**config.mk**
```make
export PLATFORM = sky130hd
export DESIGN_NAME = dg_state
export DESIGN_NICKNAME = d
export VERILOG_FILES = /design/src/rtl/dg_pkg.sv /design/src/rtl/dg_state.sv
export SDC_FILE = /design/constraint.sdc
export NUM_CORES = 1
export LEC_CHECK = 0
export ABC_AREA = 1
export BUFFER_PORTS_ARGS = -buffer_cell sky130_fd_sc_hd__buf_4
export CORE_MARGIN = 2
export CORE_UTILIZATION = 30
export DETAILED_ROUTE_END_ITERATION = 6
export SYNTH_ARGS = -nofsm -noshare
export SYNTH_HDL_FRONTEND = slang
export SYNTH_SLANG_ARGS = --single-unit
```
**constraint.sdc**
```tcl
create_clock -name clk -period 3 [get_ports clk]
set_input_delay 0.3 -clock clk [delete_from_list [all_inputs] [get_ports clk]]
set_output_delay 0.3 -clock clk [all_outputs]
set_load 0.1 [all_outputs]
```
**src/rtl/dg_pkg.sv**
```systemverilog
package dg_pkg;
   typedef enum logic [2:0] {
      U_FIX    = 3'd0,
      U_LDST   = 3'd1,
      U_FLT    = 3'd2,
      U_VALU   = 3'd3,
      U_VPERM  = 3'd4,
      U_CREG   = 3'd5,
      U_BR     = 3'd6,
      U_PSEUDO = 3'd7
   } unit_e;

   typedef enum logic [1:0] {
      V_CLEAR = 2'd0,
      V_STALL = 2'd1,
      V_NOP   = 2'd2
   } verdict_e;
endpackage

```
**src/rtl/dg_state.sv**
```systemverilog
module dg_state
   import dg_pkg::*;
#(
   parameter int GROUP_SLOTS = 5,
   parameter int STORE_TRACK = 4,
   parameter int CNT_W       = 3
) (
   input  logic               clk,
   input  logic               rst_n,
   input  logic               do_issue,
   input  logic               do_adv,
   input  unit_e              unit,
   input  logic               single,
   input  logic               cracked,
   input  logic               is_store,
   input  logic               sets_ctr,
   output logic [CNT_W-1:0]   cnt_q,
   output logic               ctr_q,
   output logic               any_store,
   output logic               close
);
   localparam logic [CNT_W-1:0] BR_SLOT = CNT_W'(GROUP_SLOTS - 1);
   localparam logic [CNT_W-1:0] LIMIT   = CNT_W'(GROUP_SLOTS);
   localparam logic [CNT_W-1:0] ONE     = CNT_W'(1);

   logic [CNT_W-1:0] base;
   logic [CNT_W-1:0] nxt;

   always_comb begin
      base  = ((unit == U_BR) || single) ? BR_SLOT : cnt_q;
      nxt   = do_issue ? (base + ONE + {{(CNT_W-1){1'b0}}, cracked})
                       : (cnt_q + ONE);
      close = (do_issue || do_adv) && (nxt >= LIMIT);
   end

   always_ff @(posedge clk) begin
      if (!rst_n) begin
         cnt_q <= '0;
         ctr_q <= 1'b0;
      end else if (close) begin
         cnt_q <= '0;
         ctr_q <= 1'b0;
      end else if (do_issue) begin
         cnt_q <= nxt;
         ctr_q <= ctr_q | sets_ctr;
      end else if (do_adv) begin
         cnt_q <= nxt;
      end
   end

   generate
      if (STORE_TRACK > 0) begin : g_track
         localparam int ST_W = $clog2(STORE_TRACK + 1);
         localparam logic [ST_W-1:0] ST_FULL = ST_W'(STORE_TRACK);
         logic [ST_W-1:0] st_q;
         always_ff @(posedge clk) begin
            if (!rst_n || close)
               st_q <= '0;
            else if (do_issue && is_store && (st_q != ST_FULL))
               st_q <= st_q + 1'b1;
         end
         assign any_store = (st_q != '0);
      end else begin : g_none
         assign any_store = 1'b0;
      end
   endgenerate
endmodule

```
==> results.py <==
metrics = {
    "status": {
        "status": "finished, final reports clean",
    },
    "clock_tree": {
        "post_cts.repair.setup_buffers": 0,
        "hold_buffers": 0,
        "cts_resized": 0,
        "cts_tree": "yes",
        "htreeDepth": 1,
        "clock_path_buffers": 2,
        "path_clk_slew_ns": 0.05,
        "clock_sink_count": 7,
        "clk_latency_ns": 0.25,
        "cts_made_buffers": 3,
        "cts_root_buf": "clkbuf_4",
    },
    "final_layout": {
        "syn_to_final_growth_pct": 34.9,
        "drive_above_1_share_pct": 27.3,
        "layout.nets": 105,
        "fillCellCount": 178,
        "antenna-diode-count": 0,
    },
    "die": {
        "initial_core_util_pct": 31.6,
        "dieWidth_um": 43.9,
        "dieHeight_um": 43.9,
        "coreArea_mm2": 0.00151,
        "pin_count": 17,
        "num_rows": 14,
        "die-area_mm2": 0.00192,
    },
    "critical_path": {
        "crit_fanout": 5,
        "end_kind": "primary output",
        "rrSetupSlack_ns": 1.50,
        "crit_arrival_ns": 1.81,
        "worstPathRequired_ns": 2.70,
        "cp-start-kind": "register",
        "path_class": "reg -> out",
    },
    "timing": {
        "timing.hold.ws_ns": 0.293,
        "drv_slew": 0,
        "finalSetupTns_ns": 0,
        "fin_ws_ns": 0.893,
        "hold_violations": 0,
        "post-route-period-util_pct": 70.2,
        "relSlewSlack_pct": 81.5,
        "worstMarginPinSlew_ns": 0.280,
        "setup_viol": 0,
        "finClkSkew_ns": 0.00360,
        "fin_crit_ns": 2.11,
        "rsz0062_at_grt": "no",
        "fmaxAchievable_ghz": 0.475,
    },
    "drt": {
        "drtIter0Drc": 7,
        "dr_total_vias": 463,
        "wl_um": 889,
        "antenna_left": 0,
        "wl_per_cell_um": 8.55,
        "viasPerCell": 4.45,
        "drc_errors": 0,
        "first_pass_iters": 3,
    },
    "synth": {
        "netlist_instances": 68,
        "syn-num-nets": 84,
        "synth-seq-cells": 7,
        "synth_area_um2": 477,
        "synthXorXnorAreaFrac_pct": 5.51,
        "syn_avg_cell_area_um2": 7.01,
        "synth_compound_area_share_pct": 6.56,
        "synth_top_family_by_area": "simple AND/OR/NAND/NOR gates",
        "synth.distinct_cells": 18,
        "synth_fa_ha_area_share_pct": 13.1,
        "yosysSeqAreaShare_pct": 29.4,
        "ys_warn_count": 0,
        "synth_mux_area_share_pct": 2.36,
        "yosys.area_share.simple_pct": 30.4,
    },
    "global_route": {
        "grt_max_degree": 8,
        "grt_pass1_vias": 421,
        "grt_pass1_wl_mm": 1.52,
        "grt_overflow": 0,
        "grtUsageTotal_pct": 11.0,
        "antenna_found_initial": 0,
    },
    "power": {
        "power.leakage_nw": 0.343,
        "power_density_mw_per_mm2": 493,
        "power_uw": 317,
        "irDropWorstVdd_mv": 0.257,
    },
    "min_path": {
        "hp-class": "in -> reg",
    },
    "job": {
        "cap_viol_max_count": 0,
    },
    "placement": {
        "port_buffers": 16,
        "dp_hpwl_um": 731,
        "gp_congestion": 0.692,
        "dp_slack_ns": 0.994,
    },
}
==> layout by cell type (no fill, tap or decap) <==
master / count
inv_1: 16
buf_4: 16
nand2_1: 10
nor2_1: 10
dfxtp_1: 7
nand3_1: 6
ha_1: 5
clkbuf_4: 3
nand4_1: 2
xor2_1: 2
xnor2_1: 1
o21ai_1: 1
o21ai_2: 1
nand3_2: 1
a21oi_1: 1
nand2_4: 1
o21ai_0: 1
a21boi_0: 1
mux2_2: 1
nor2_2: 1
clkbuf_1: 1
==> where the power goes <==
part | total [mW] | switching [mW] | internal [mW]
combinational | 0.127 | 0.0905 | 0.0364
sequential | 0.105 | 0.00595 | 0.0994
clock | 0.0848 | 0.0341 | 0.0507
==> through the flow <==
stage	cell area [um^2]	cells	utilization [%]
final	643	104	42.7
after global routing	643	104	42.7
after CTS	643	104	42.7
after detailed placement	617	100	40.9
after global placement	617	100	40.9
after floorplan	477	68	-
==> path summary, 6_finish.rpt <==
path / startpoint / to / depth (start not counted)
max: cnt_q[0] / close / 9
min: sets_ctr / ctr_q / 3
max reg2reg: cnt_q[0] / cnt_q[2] / 9
min reg2reg: ctr_q / ctr_q / 2
==> logic make-up after synthesis <==
kind of cell | count (synthesis)
adder cells (fa/ha/maj) | 5
flip-flops | 7
buffers and inverters | 16
XOR/XNOR | 3
multiplexers | 1
AND/OR/NAND/NOR | 31
AO/OA/AOI/OAI | 5
==> registers in the layout (all words and copies together) (netlist names) <==
signal        flops
cnt_q             3
g_track.st_q      3
ctr_q             1
==> Yosys cell counts <==
library cell	number	area, um^2
nand3_1	6	30.0
nand4_1	2	12.5
a21boi_0	1	7.51
nand2_1	10	37.5
o21ai_2	1	8.76
a21oi_1	1	5.00
inv_1	16	60.1
o21ai_1	1	5.00
nand2_4	1	11.3
xor2_1	2	17.5
dfxtp_1	7	140
nor2_2	1	6.26
o21ai_0	1	5.00
ha_1	5	62.6
nor2_1	10	37.5
xnor2_1	1	8.76
nand3_2	1	10.0
mux2_2	1	11.3
==> worst max-delay path, stage by stage (launching register included) <==
cell,delay (ns)
dfxtp_1,0.40
nand3_1,0.10
ha_1,0.18
inv_1,0.05
ha_1,0.15
nand4_1,0.10
nand3_1,0.13
nand3_2,0.10
inv_1,0.06
buf_4,0.28
==> cell type report <==
type	instances	area [um^2]	share of cell area, %
clock buffer	4	26.3	4.09
sequential	7	140	21.8
timing repair buffer	16	120	18.7
inverter	16	60.1	9.34
multi-input combinational	45	277	43.0
tap	16	20.0	3.11
==> routing by layer <==
metal / vias to the layer above / GRT usage (%) / part of all wire (%)
met3: 3 / 4.17 / 11
met2: 17 / 17.9 / 43
met1: 193 / 11.1 / 43
li1: 250 / - / -
met5: - / 0 / 0
met4: 0 / 9.09 / 2.5
Note: power is estimated with default switching activity, not from simulation.
